## src/rtl/sdcm_pkg.sv

```systemverilog
package sdcm_pkg;
  // strobes from control to datapath
  typedef struct packed {
    logic monitor;  // degrade flag up: count ticks and errors
    logic restart;  // window boundary: zero counters, load new length
  } ctrlStrb_t;
endpackage

```

## src/rtl/sdcm_dp.sv

```systemverilog
module sdcm_dp #(
  parameter int NUM_BYTES = 3,
  parameter int ACC_W     = 16,
  parameter int ERR_W     = 8,
  parameter int ADDR_W    = 2
) (
  input  logic                  clk,
  input  logic                  rstN,
  input  sdcm_pkg::ctrlStrb_t   ctrl,
  input  logic                  msTick,
  input  logic                  frameValid,
  input  logic [ERR_W-1:0]      frameErrCnt,
  input  logic [ACC_W-1:0]      clrThresh,
  input  logic                  regWrEn,
  input  logic [ADDR_W-1:0]     regAddr,
  input  logic [7:0]            regWrData,
  output logic [7:0]            regRdData,
  output logic                  winEnd,
  output logic                  belowThr
);
  localparam int WIN_W = 8 * NUM_BYTES;
  localparam int SUM_W = ((ACC_W > ERR_W) ? ACC_W : ERR_W) + 1;
  localparam logic [ACC_W-1:0] ACC_MAX = {ACC_W{1'b1}};

  logic [7:0]       winByte [NUM_BYTES];
  logic [WIN_W-1:0] winReg;
  logic [WIN_W-1:0] activeWin;
  logic [WIN_W-1:0] msCnt;
  logic [ACC_W-1:0] acc;
  logic [ACC_W-1:0] total;
  logic [SUM_W-1:0] rawSum;
  logic             winZero;

  // window byte registers, byte 0 least significant
  for (genvar i = 0; i < NUM_BYTES; i++) begin : gWinByte
    always_ff @(posedge clk) begin
      if (!rstN)
        winByte[i] <= 8'hFF;
      else if (regWrEn && regAddr == ADDR_W'(i))
        winByte[i] <= regWrData;
    end
    assign winReg[8*i +: 8] = winByte[i];
  end

  always_comb begin
    regRdData = 8'h00;
    for (int i = 0; i < NUM_BYTES; i++)
      if (regAddr == ADDR_W'(i)) regRdData = winByte[i];
  end

  // saturating running total including this cycle's frame
  always_comb begin
    rawSum = SUM_W'(acc);
    if (ctrl.monitor && frameValid)
      rawSum = SUM_W'(acc) + SUM_W'(frameErrCnt);
    total = (rawSum > SUM_W'(ACC_MAX)) ? ACC_MAX : rawSum[ACC_W-1:0];
  end

  assign winZero  = (activeWin == '0);
  assign winEnd   = ctrl.monitor && msTick && !winZero
                    && (msCnt == activeWin - WIN_W'(1));
  assign belowThr = (total < clrThresh);

  always_ff @(posedge clk) begin
    if (!rstN) begin
      acc       <= '0;
      msCnt     <= '0;
      activeWin <= '0;
    end else if (!ctrl.monitor || ctrl.restart) begin
      acc       <= '0;
      msCnt     <= '0;
      activeWin <= winReg;
    end else begin
      acc <= total;
      if (msTick && !winZero)
        msCnt <= msCnt + WIN_W'(1);
      if (winZero)
        activeWin <= winReg;
    end
  end


  always @(posedge clk)
    win_bound_chk: assert property (disable iff (!rstN)
      !winZero |-> (msCnt < activeWin));


  always @(posedge clk)
    acc_no_wrap_chk: assert property (disable iff (!rstN)
      (ctrl.monitor && !ctrl.restart) |=> (acc >= $past(acc)));


  always @(posedge clk)
    idle_zero_chk: assert property (disable iff (!rstN)
      !ctrl.monitor |=> (acc == '0 && msCnt == '0));
endmodule

```

## src/rtl/sdcm_ctrl.sv

```systemverilog
module sdcm_ctrl (
  input  logic                 clk,
  input  logic                 rstN,
  input  logic                 sdDeclare,
  input  logic                 winEnd,
  input  logic                 belowThr,
  output sdcm_pkg::ctrlStrb_t  ctrl,
  output logic                 sdFlag,
  output logic                 sdClear
);
  logic doClear;

  assign doClear      = sdFlag && winEnd && belowThr;
  assign ctrl.monitor = sdFlag;
  assign ctrl.restart = sdFlag && winEnd;

  always_ff @(posedge clk) begin
    if (!rstN) begin
      sdFlag  <= 1'b0;
      sdClear <= 1'b0;
    end else begin
      sdClear <= doClear;
      if (sdDeclare)
        sdFlag <= 1'b1;
      else if (doClear)
        sdFlag <= 1'b0;
    end
  end


  always @(posedge clk)
    clear_drops_flag_chk: assert property (disable iff (!rstN)
      sdClear |-> (!sdFlag || $past(sdDeclare)) && $past(sdFlag));


  always @(posedge clk)
    clear_single_chk: assert property (disable iff (!rstN)
      sdClear |=> !sdClear);


  always @(posedge clk)
    clear_cause_chk: assert property (disable iff (!rstN)
      sdClear |-> $past(winEnd) && $past(belowThr));
endmodule

```

## src/rtl/sdcm_top.sv

```systemverilog
module sdcm_top #(
  parameter int NUM_BYTES = 3,
  parameter int ACC_W     = 16,
  parameter int ERR_W     = 8
) (
  input  logic             clk,
  input  logic             rstN,
  input  logic             msTick,
  input  logic             frameValid,
  input  logic [ERR_W-1:0] frameErrCnt,
  input  logic             sdDeclare,
  input  logic [ACC_W-1:0] clrThresh,
  input  logic             regWrEn,
  input  logic [1:0]       regAddr,
  input  logic [7:0]       regWrData,
  output logic [7:0]       regRdData,
  output logic             sdFlag,
  output logic             sdClear
);
  sdcm_pkg::ctrlStrb_t ctrl;
  logic winEnd;
  logic belowThr;

  sdcm_ctrl u_ctrl (
    .clk(clk), .rstN(rstN), .sdDeclare(sdDeclare), .winEnd(winEnd),
    .belowThr(belowThr), .ctrl(ctrl), .sdFlag(sdFlag), .sdClear(sdClear)
  );

  sdcm_dp #(.NUM_BYTES(NUM_BYTES), .ACC_W(ACC_W), .ERR_W(ERR_W), .ADDR_W(2)) u_dp (
    .clk(clk), .rstN(rstN), .ctrl(ctrl), .msTick(msTick),
    .frameValid(frameValid), .frameErrCnt(frameErrCnt), .clrThresh(clrThresh),
    .regWrEn(regWrEn), .regAddr(regAddr), .regWrData(regWrData),
    .regRdData(regRdData), .winEnd(winEnd), .belowThr(belowThr)
  );
endmodule

```

## config.mk

```make
export PLATFORM = sky130hd
export DESIGN_NAME = sdcm_top
export DESIGN_NICKNAME = d
export VERILOG_FILES = /design/src/rtl/sdcm_pkg.sv /design/src/rtl/sdcm_dp.sv /design/src/rtl/sdcm_ctrl.sv /design/src/rtl/sdcm_top.sv
export SDC_FILE = /design/constraint.sdc
export NUM_CORES = 1
export LEC_CHECK = 0
export BUFFER_PORTS_ARGS = -buffer_cell sky130_fd_sc_hd__buf_2
export CAP_MARGIN = 15
export CORE_ASPECT_RATIO = 0.6
export CORE_UTILIZATION = 55
export CTS_CLUSTER_SIZE = 30
export DETAILED_ROUTE_END_ITERATION = 10
export PLACE_DENSITY_LB_ADDON = 0.2
export REMOVE_ABC_BUFFERS = 1
export SLEW_MARGIN = 25
export SYNTH_ARGS = -nofsm -noshare
export SYNTH_HDL_FRONTEND = slang
export SYNTH_HIERARCHICAL = 1
export SYNTH_SLANG_ARGS = --single-unit
```

## constraint.sdc

```tcl
create_clock -name clk -period 6.1 [get_ports clk]
set_input_delay 0.915 -clock clk [delete_from_list [all_inputs] [get_ports clk]]
set_output_delay 0.915 -clock clk [all_outputs]
set_load 0.01 [all_outputs]
```

==> results.txt, run 1 <==
RSZ-0062 raised after global routing: no
Synth Warn #: 6
Die Wd: 130 um
GPL Wtd Cong: 0.923
Overflow after GRT: 0
Min Tclk post-route: 4.58 ns
Sequential share of the synthesized area: 37.6%
Post-CTS Setup Bufs: 0
Fmax: 219 MHz
WS Path Type: in -> reg
Setup TNS: 0 ns
Final Setup Violations: 0
Most instantiated cells after synthesis: dfxtp_1, nor2_1, nand2_1, mux2i_1, xor2_1
CTS Root Cell: clkbuf_16
NumNets Final: 716
Worst Tran Pin Value: 0.789 ns
Crit path DAT: 4.81 ns
Port bufs: 49
Cell taking the most area after synthesis: dfxtp_1
CTS Buf Count: 9
Num rows: 27
Cells after synthesis: 612
Routed WL: 13500 um
Yosys reg bits: 90
Critical path capture point type: flop
Crit path max fanout: 17
Hpwl dp: 10400 um
Post-CTS Hold Fix Bufs: 0
Combined area of all synthesized cells: 0.00544 mm^2
Worst-path clk slew: 0.06 ns
Fillers: 830
Routed Antenna Nets: 0
Clk sink count: 90
Status: finished, final reports clean
Tot GR Track Use: 27.6%
Post-CTS sizing: 0
Drt pass-1 iters: 5
Max-slew violation count: 0
Commonest register cell after synthesis: dfxtp_1
Via density per instance: 5.89
Worst setup slack after layout: 1.52 ns
Synth Area in Adders: 6.35%
Routed WL per cell: 17.2 um
Initial antenna violation count: 0
Cell Pwr Density: 238 mW/mm^2
Core ar.: 0.00939 mm^2
Pre-CTS WS: 1.29 ns
Post-synthesis mux area share: 6.67%
Layout cell share with drive strength beyond 1: 14.5%
DR DRC count: 0
Peak VDD IR: 0.159 mV
Clk_skew: 0.00613 ns
Synth cell types: 61
Area Overhead vs Synth: 11.4%
Startpoint types: input pin
Synth area leaders: dfxtp_1, edfxtp_1, mux2i_1
Tcrit/Tclk final: 75.0%
Clock Tree Buf Depth: 2
# diodes: 0
Share of the synthesized area in the top cell type: 24.3%
Syn avg cell area: 8.89 um^2
Ys async rst share: 0%
Clk_lat worst skew: 0.34 ns
Most common cell in the netlist: dfxtp_1
EDFF count, synth: 24
Compound-Gate Fraction of Synth Area: 11.8%
Pleak: 2.50 nW
Htree depth: 3
Hold Crit Class: reg -> reg
Vias in the first global route: 4250
Die area: 0.0103 mm^2
Worst slew margin: 46.6%
Effective utilization at floorplan: 57.9%
Largest net degree at the start of global routing: 37
WP data required: 6.33 ns
# IOs: 50
Initial DRC count: 428
Total number of vias: 4616
Die Span Y: 79.0 um
Final hold viol count: 0
CTS tree: done
Global-route wire length before repair: 21700 um
Post-synthesis xor/xnor area fraction: 9.02%
Combinational family with the most area after synthesis: simple AND/OR/NAND/NOR gates
Final core utilization: 64.5%
Number of max-cap violations: 0
Post-Synth Simple-Gate Area: 24.2%
==> logic make-up after synthesis <==
family          count (synthesis)
simple gates                  245
compound gates                101
flops                          90
buf+inv                        57
xor+xnor                       56
mux                            36
fa+ha+maj                      27
==> registers in the layout, indices dropped and copies added (netlist names) <==
register and cells:
u_dp/activeWin 24, u_dp/msCnt 24, u_dp/winByte 24, u_dp/acc 16, u_ctrl/sdClear 1, u_ctrl/sdFlag 1
==> worst max-delay path, cell delays in order <==
cell and delay [ns]:
buf_2 0.10, ha_1 0.23, inv_1 0.08, fa_1 0.19, nor2b_1 0.07, o31a_1 0.30
o32ai_1 0.59, or3_1 0.55, and3b_1 0.27, a21oi_2 0.07, ha_1 0.31, nand4_1 0.09
or2_2 0.32, a2111o_1 0.28, a31oi_1 0.18, nor4_1 0.08, and3_1 0.16
==> layout make-up <==
class                      count  area [um^2]  share of cell area [%]
clock inverter                 6         71.3                    1.18
clock buffer                  10          239                    3.95
sequential                    90         2040                    33.7
tap                          130          163                    2.69
timing repair buffer          51          260                    4.30
inverter                      32          120                    1.98
multi-input combinational    465         3160                    52.2
==> layout by cell type (no fill, tap or decap), drive strengths merged, types with 26 or more instances in the layout <==
| cell type | count |
|---|---|
| dfxtp | 66 |
| buf | 51 |
| nor2 | 54 |
| ha | 26 |
| mux2i | 34 |
| nor2b | 30 |
| a21oi | 27 |
| nand2 | 48 |
| inv | 35 |
| xor2 | 33 |
| o21ai | 27 |
==> per-layer routing <==
layer	GRT usage (%)	wire length, um	up-vias
met4	4.94	74	0
met2	39.3	5350	178
li1	-	-	2230
met5	0	0	-
met1	41.9	6890	2199
met3	6.87	1130	9
==> power by group <==
part	internal, mW	switching [mW]
combinational	0.0839	0.106
sequential	0.640	0.0390
clock	0.334	0.239
==> per-stage QoR <==
stage / area, um^2 / power, mW / hold slack (ns) / instances
6_report: 6060 / 1.44 / 0.526 / 784
5_1_grt: 6060 / 1.50 / 0.560 / 784
4_1_cts: 6060 / 1.45 / 0.524 / 784
3_5_place_dp: 5750 / 0.878 / 0.515 / 768
3_3_place_gp: 5750 / 0.868 / 0.505 / 768
2_1_floorplan: 5320 / 0.808 / 0.483 / 587
==> worst paths after layout <==
| path | start | endpoint | slack [ns] | depth (start not counted) |
|---|---|---|---|---|
| worst max register to register | u_dp/acc[0] | u_ctrl/sdClear | 1.88 | 16 |
| worst min register to register | u_dp/acc[7] | u_dp/acc[7] | 0.53 | 2 |
| worst max-delay path | frameErrCnt[0] | u_ctrl/sdClear | 1.52 | 17 |
| worst min-delay path | u_dp/acc[7] | u_dp/acc[7] | 0.53 | 2 |
No activity file was read; power rests on OpenSTA's default activity.
==> inputs of run 2 (changes only) <==
Settings changed: CORE_UTILIZATION 55 to 54.
Clock period 6.1 ns to 3.8 ns, I/O delays scaled along.
==> run 2 against run 1 <==
Effect of this change: non-clock buffer count rose by 28; utilization increased by 2.6 points; via count increased by 1.1%; sequential share of layout area fell by 1.5 points; die area increased by 1.8%; clock skew is 0.00093 ns higher; setup slack got worse by 1.3 ns; final cell count is 3.6% higher; routed wire length grew 3.6%; first-iteration DRC count shrank 11%; design area grew 4.8%.
==> results.txt, run 2 (synthesized netlist as in run 1, its figures left out) <==
Hold Crit Class: in -> reg
Die Wd: 132 um
DR DRC count: 0
Clk sink count: 90
Status: finished, final reports clean
Crit path DAT: 3.85 ns
Port bufs: 49
Initial DRC count: 381
Area Overhead vs Synth: 16.7%
Tot GR Track Use: 27.5%
Worst slew margin: 38.9%
Startpoint types: flop
P_sw: 637 uW
CTS tree: done
Largest net degree at the start of global routing: 37
Initial antenna violation count: 0
Min Tclk post-route: 3.61 ns
Drt pass-1 iters: 5
Fillers: 783
Peak VDD IR: 0.262 mV
Routed WL: 13900 um
Hold Crit Depth: 3
Cell Pwr Density: 368 mW/mm^2
Power Total: 2.33 mW
WS Path Type: reg -> reg
Clock Power Share: 39.0%
Crit path max fanout: 5
Crit. Startpoint: u_dp/acc[0]
RR Startpoint: u_dp/acc[0]
Routed Antenna Nets: 0
Total number of vias: 4669
Largest registers: u_dp/activeWin: 24 flops, u_dp/msCnt: 24 flops, u_dp/winByte: 24 flops
R2R depth: 17
Slowest cell on the critical path: or3_4
Fmax: 277 MHz
Die area: 0.0105 mm^2
Switching Fraction: 27.3%
Global-route wire length before repair: 22300 um
Worst setup slack after layout: 0.186 ns
Vias in the first global route: 4307
Clock Tree Buf Depth: 2
Number of max-cap violations: 0
Commonest non-fill, non-tap cell in the layout: dfxtp_1
Setup TNS: 0 ns
# diodes: 0
Core ar.: 0.00946 mm^2
CTS Buf Count: 9
Crit path cell chain: ha_2 -> inv_1 -> fa_2 -> nor2b_2 -> o31a_1 -> o32ai_1 -> buf_4 -> or3_4 -> and3_1 -> a21oi_2 -> ha_1 -> nand4_1 -> or2_2 -> a2111o_1 -> a31oi_2 -> nor4_2 -> and3_1
Clk_skew: 0.00706 ns
Pleak: 2.65 nW
Worst-path clk slew: 0.07 ns
Num rows: 27
Layout cell share with drive strength beyond 1: 19.6%
Clk_lat worst skew: 0.34 ns
NumNets Final: 744
Seq pwr share: 46.6%
Routed WL per cell: 17.2 um
Most frequent cells in the layout: dfxtp_1, nor2_1, buf_2, nand2_1, mux2i_1
WP data required: 4.04 ns
CTS Root Cell: clkbuf_16
GPL Wtd Cong: 0.922
Largest stage delay, worst path: 0.35 ns
Overflow after GRT: 0
Final Setup Violations: 0
Pre-CTS WS: -0.376 ns
Effective utilization at floorplan: 57.5%
Worst Tran Pin Value: 0.902 ns
Max-slew violation count: 0
Pint: 1.70 mW
Combinational share of power: 14.5%
# IOs: 50
Hold slack: 0.506 ns
Most used cell, CP: and3_1
Tcrit/Tclk final: 95.1%
Critical path capture point type: flop
Via density per instance: 5.75
Post-CTS Setup Bufs: 0
Final hold viol count: 0
Hpwl dp: 10700 um
Htree depth: 3
Die Span Y: 79.7 um
Hold wc startpoint: sdDeclare
run 2: cell count changes in the layout (fill, tap and decap cells not counted), moves of 2 or more:
cell     change
a21oi_1      -2
a21oi_2      +2
buf_12       +2
buf_4       +26
nor4_1       -3
nor4_2       +3
run 2: routing by layer:
layer / part of all wire [%] / vias up / wire [um] / track usage [%]
met3: 8.4 / 19 / 1170 / 7.75
li1: - / 2297 / - / -
met2: 38 / 193 / 5360 / 37.8
met1: 52 / 2160 / 7290 / 41.4
met5: 0 / - / 0 / 2.53
met4: 0.87 / 0 / 121 / 6.05
run 2: path summary, 6_finish.rpt:
path,end,slack (ns)
hold / removal,u_ctrl/sdFlag,0.51
setup reg to reg,u_ctrl/sdClear,0.19
setup / recovery,u_ctrl/sdClear,0.19
hold reg to reg,u_dp/acc[7],0.53
run 2: power groups by stage:
stage / logic, mW / clock network (mW) / registers, mW
2_1_floorplan: 0.214 / 0 / 1.08
3_3_place_gp: 0.317 / 0 / 1.10
3_5_place_dp: 0.326 / 0 / 1.11
4_1_cts: 0.330 / 0.921 / 1.08
5_1_grt: 0.369 / 0.963 / 1.09
6_report: 0.338 / 0.910 / 1.09
run 2: repair_timing:
action / 4_1_cts / 5_1_grt
hold buffers: 0 / 0
gates resized for setup: 1 / 13
setup endpoints to repair: 2 / 23
pin swaps: 0 / 4
run 2: per-stage QoR:
step	util, %	instances	cell area (um^2)
4_1_cts	66.5	812	6290
5_1_grt	67.1	812	6340
3_5_place_dp	63.2	796	5980
6_report	67.1	812	6340
3_3_place_gp	63.2	796	5980
2_1_floorplan	-	587	5320
run 2: final cells by class:
| class | count | area (um^2) | share of cell area (%) |
|---|---|---|---|
| multi-input combinational | 465 | 3220 | 50.8 |
| timing repair buffer | 79 | 495 | 7.81 |
| tap | 130 | 163 | 2.56 |
| sequential | 90 | 2040 | 32.2 |
| clock inverter | 6 | 73.8 | 1.16 |
| inverter | 32 | 120 | 1.89 |
| clock buffer | 10 | 229 | 3.61 |
run 2: critical path: cells and delay by family, from the launching register on:
kind,cells,cell delay [ns]
DFF,1,0.34
and+or+nand+nor,7,1.33
adders and majority gates,3,0.70
buffers and inverters,2,0.22
AOI/OAI and AO/OA,5,0.91
==> inputs of run 3 (changes only) <==
Settings changed: CORE_UTILIZATION 54 to 55.
Clock period 3.8 ns to 4.32 ns, I/O delays scaled along.
==> run 3 against run 2 <==
Effect of this change: setup slack better by 0.056 ns; final cell count is 2.6% lower; clock skew hardly changed; clock power down 6.4%; routed wire length decreased by 2.5%; first-iteration DRC count up 19%; via count decreased by 1.4%; utilization down 1.9 points; clock-buffer cell count unchanged; sequential share of layout area grew 1.2 points.
==> results.txt, run 3 (synthesized netlist as in run 1, its figures left out) <==
Status: finished, final reports clean
Drt pass-1 iters: 5
Global-route wire length before repair: 22000 um
Effective utilization at floorplan: 57.9%
Crit-path leading delay family: simple AND/OR/NAND/NOR gates
Clock Tree Buf Depth: 2
Routed WL: 13600 um
Largest registers: u_dp/activeWin: 24 flops, u_dp/msCnt: 24 flops, u_dp/winByte: 24 flops
Tcrit/Tclk final: 94.4%
Layout cell share with drive strength beyond 1: 15.3%
Slowest cell on the critical path: nor3_1
Core ar.: 0.00939 mm^2
Worst Tran Pin Value: 0.762 ns
Largest stage delay, worst path: 0.51 ns
CTS tree: done
Post-CTS Hold Fix Bufs: 0
CTS Buf Count: 9
Min Tclk post-route: 4.08 ns
Die area: 0.0103 mm^2
Die Span Y: 79.0 um
Port bufs: 49
WP depth: 19
CTS Root Cell: clkbuf_16
# diodes: 0
DR DRC count: 0
NumNets Final: 723
Final core utilization: 65.2%
Post-CTS Setup Bufs: 0
Crit path DAT: 4.31 ns
Crit path cell chain: buf_2 -> ha_1 -> inv_1 -> fa_1 -> nor2b_1 -> o31a_1 -> o32ai_1 -> buf_4 -> nor3_1 -> nand3_1 -> o21ai_0 -> inv_1 -> ha_1 -> nand4_1 -> or2_2 -> a2111o_1 -> a31oi_1 -> nor4_1 -> and3_1
Initial DRC count: 452
# IOs: 50
Final Setup Violations: 0
Clk_lat worst skew: 0.34 ns
Number of max-cap violations: 0
Total number of vias: 4605
Post-CTS sizing: 0
Startpoint types: input pin
Final hold viol count: 0
Routed WL per cell: 17.2 um
R2R depth: 18
Peak VDD IR: 0.220 mV
Hpwl dp: 10200 um
Hold Crit Depth: 2
Htree depth: 3
Worst slew margin: 49.0%
Critical path capture point type: flop
Initial antenna violation count: 0
Pleak: 2.53 nW
Crit path max fanout: 7
Clk_skew: 0.00733 ns
Hold Crit Class: reg -> reg
Fmax: 245 MHz
GPL Wtd Cong: 0.942
Die Wd: 130 um
WP data required: 4.55 ns
WS Path Type: in -> reg
Clk sink count: 90
RSZ-0062 raised after global routing: no
Num rows: 27
Commonest non-fill, non-tap cell in the layout: dfxtp_1
Via density per instance: 5.82
Tot GR Track Use: 28.2%
Routed Antenna Nets: 0
Most frequent cells in the layout: dfxtp_1, nor2_1, buf_2, nand2_1, mux2i_1
Area Overhead vs Synth: 12.6%
Max-slew violation count: 0
Crit path buffers/inverters: 4
Vias in the first global route: 4250
Largest net degree at the start of global routing: 38
Cell Pwr Density: 340 mW/mm^2
Power Total: 2.08 mW
Worst-path clk slew: 0.06 ns
Overflow after GRT: 0
## run 3: cell count changes in the layout (fill, tap and decap cells not counted), moves of 2 or more
| cell | change |
|---|---|
| buf_4 | -19 |
| nor4_1 | +3 |
| nor4_2 | -3 |
| a21oi_1 | +2 |
| a21oi_2 | -2 |
| buf_12 | -2 |
## run 3: area by class of cell
| type | instances | area (um^2) |
|---|---|---|
| Sequential cell | 90 | 2040 |
| Clock buffer | 10 | 229 |
| Clock inverter | 6 | 96.3 |
| Tap cell | 130 | 163 |
| Multi-Input combinational cell | 465 | 3160 |
| Inverter | 32 | 120 |
| Fill cell | 799 | 3270 |
| Timing Repair Buffer | 58 | 313 |
## run 3: per-layer routing
layer	vias to the layer above	routed length, um	GRT usage, %
li1	2243	-	-
met3	18	1210	6.47
met4	0	133	7.36
met2	197	5290	39.3
met1	2147	6960	43.1
met5	-	0	0
## run 3: metrics by stage
| step | instances | setup WS [ns] | cell area, um^2 | hold WS (ns) | TNS (ns) |
|---|---|---|---|---|---|
| 2_1_floorplan | 587 | -1.36 | 5320 | 0.483 | -32.45 |
| 3_3_place_gp | 775 | 0.159 | 5800 | 0.498 | 0 |
| 3_5_place_dp | 775 | -0.0352 | 5800 | 0.507 | -0.0452 |
| 4_1_cts | 791 | 0.320 | 6120 | 0.522 | 0 |
| 5_1_grt | 791 | 0.00323 | 6120 | 0.553 | 0 |
| 6_report | 791 | 0.243 | 6120 | 0.523 | 0 |
## run 3: path summary, 6_finish.rpt
| kind | start | end | slack (ns) |
|---|---|---|---|
| hold / removal | u_dp/acc[7] | u_dp/acc[7] | 0.52 |
| setup / recovery | frameErrCnt[0] | u_ctrl/sdClear | 0.24 |
| setup reg to reg | u_dp/acc[0] | u_ctrl/sdClear | 0.29 |
| hold reg to reg | u_dp/acc[7] | u_dp/acc[7] | 0.52 |
## run 3: worst register-to-register path: cells and delay by family, from the launching register on
family,cells,cell delay (ns)
compound gates,5,0.92
flops,1,0.33
buf+inv,3,0.31
fa+ha+maj,3,0.90
simple gates,7,1.46
## run 3: report_power, final
part           total [mW]  internal [mW]  switching [mW]
Clock               0.852          0.515           0.336
Sequential          0.957          0.904          0.0530
Combinational       0.275          0.121           0.154
Total                2.08           1.54           0.544
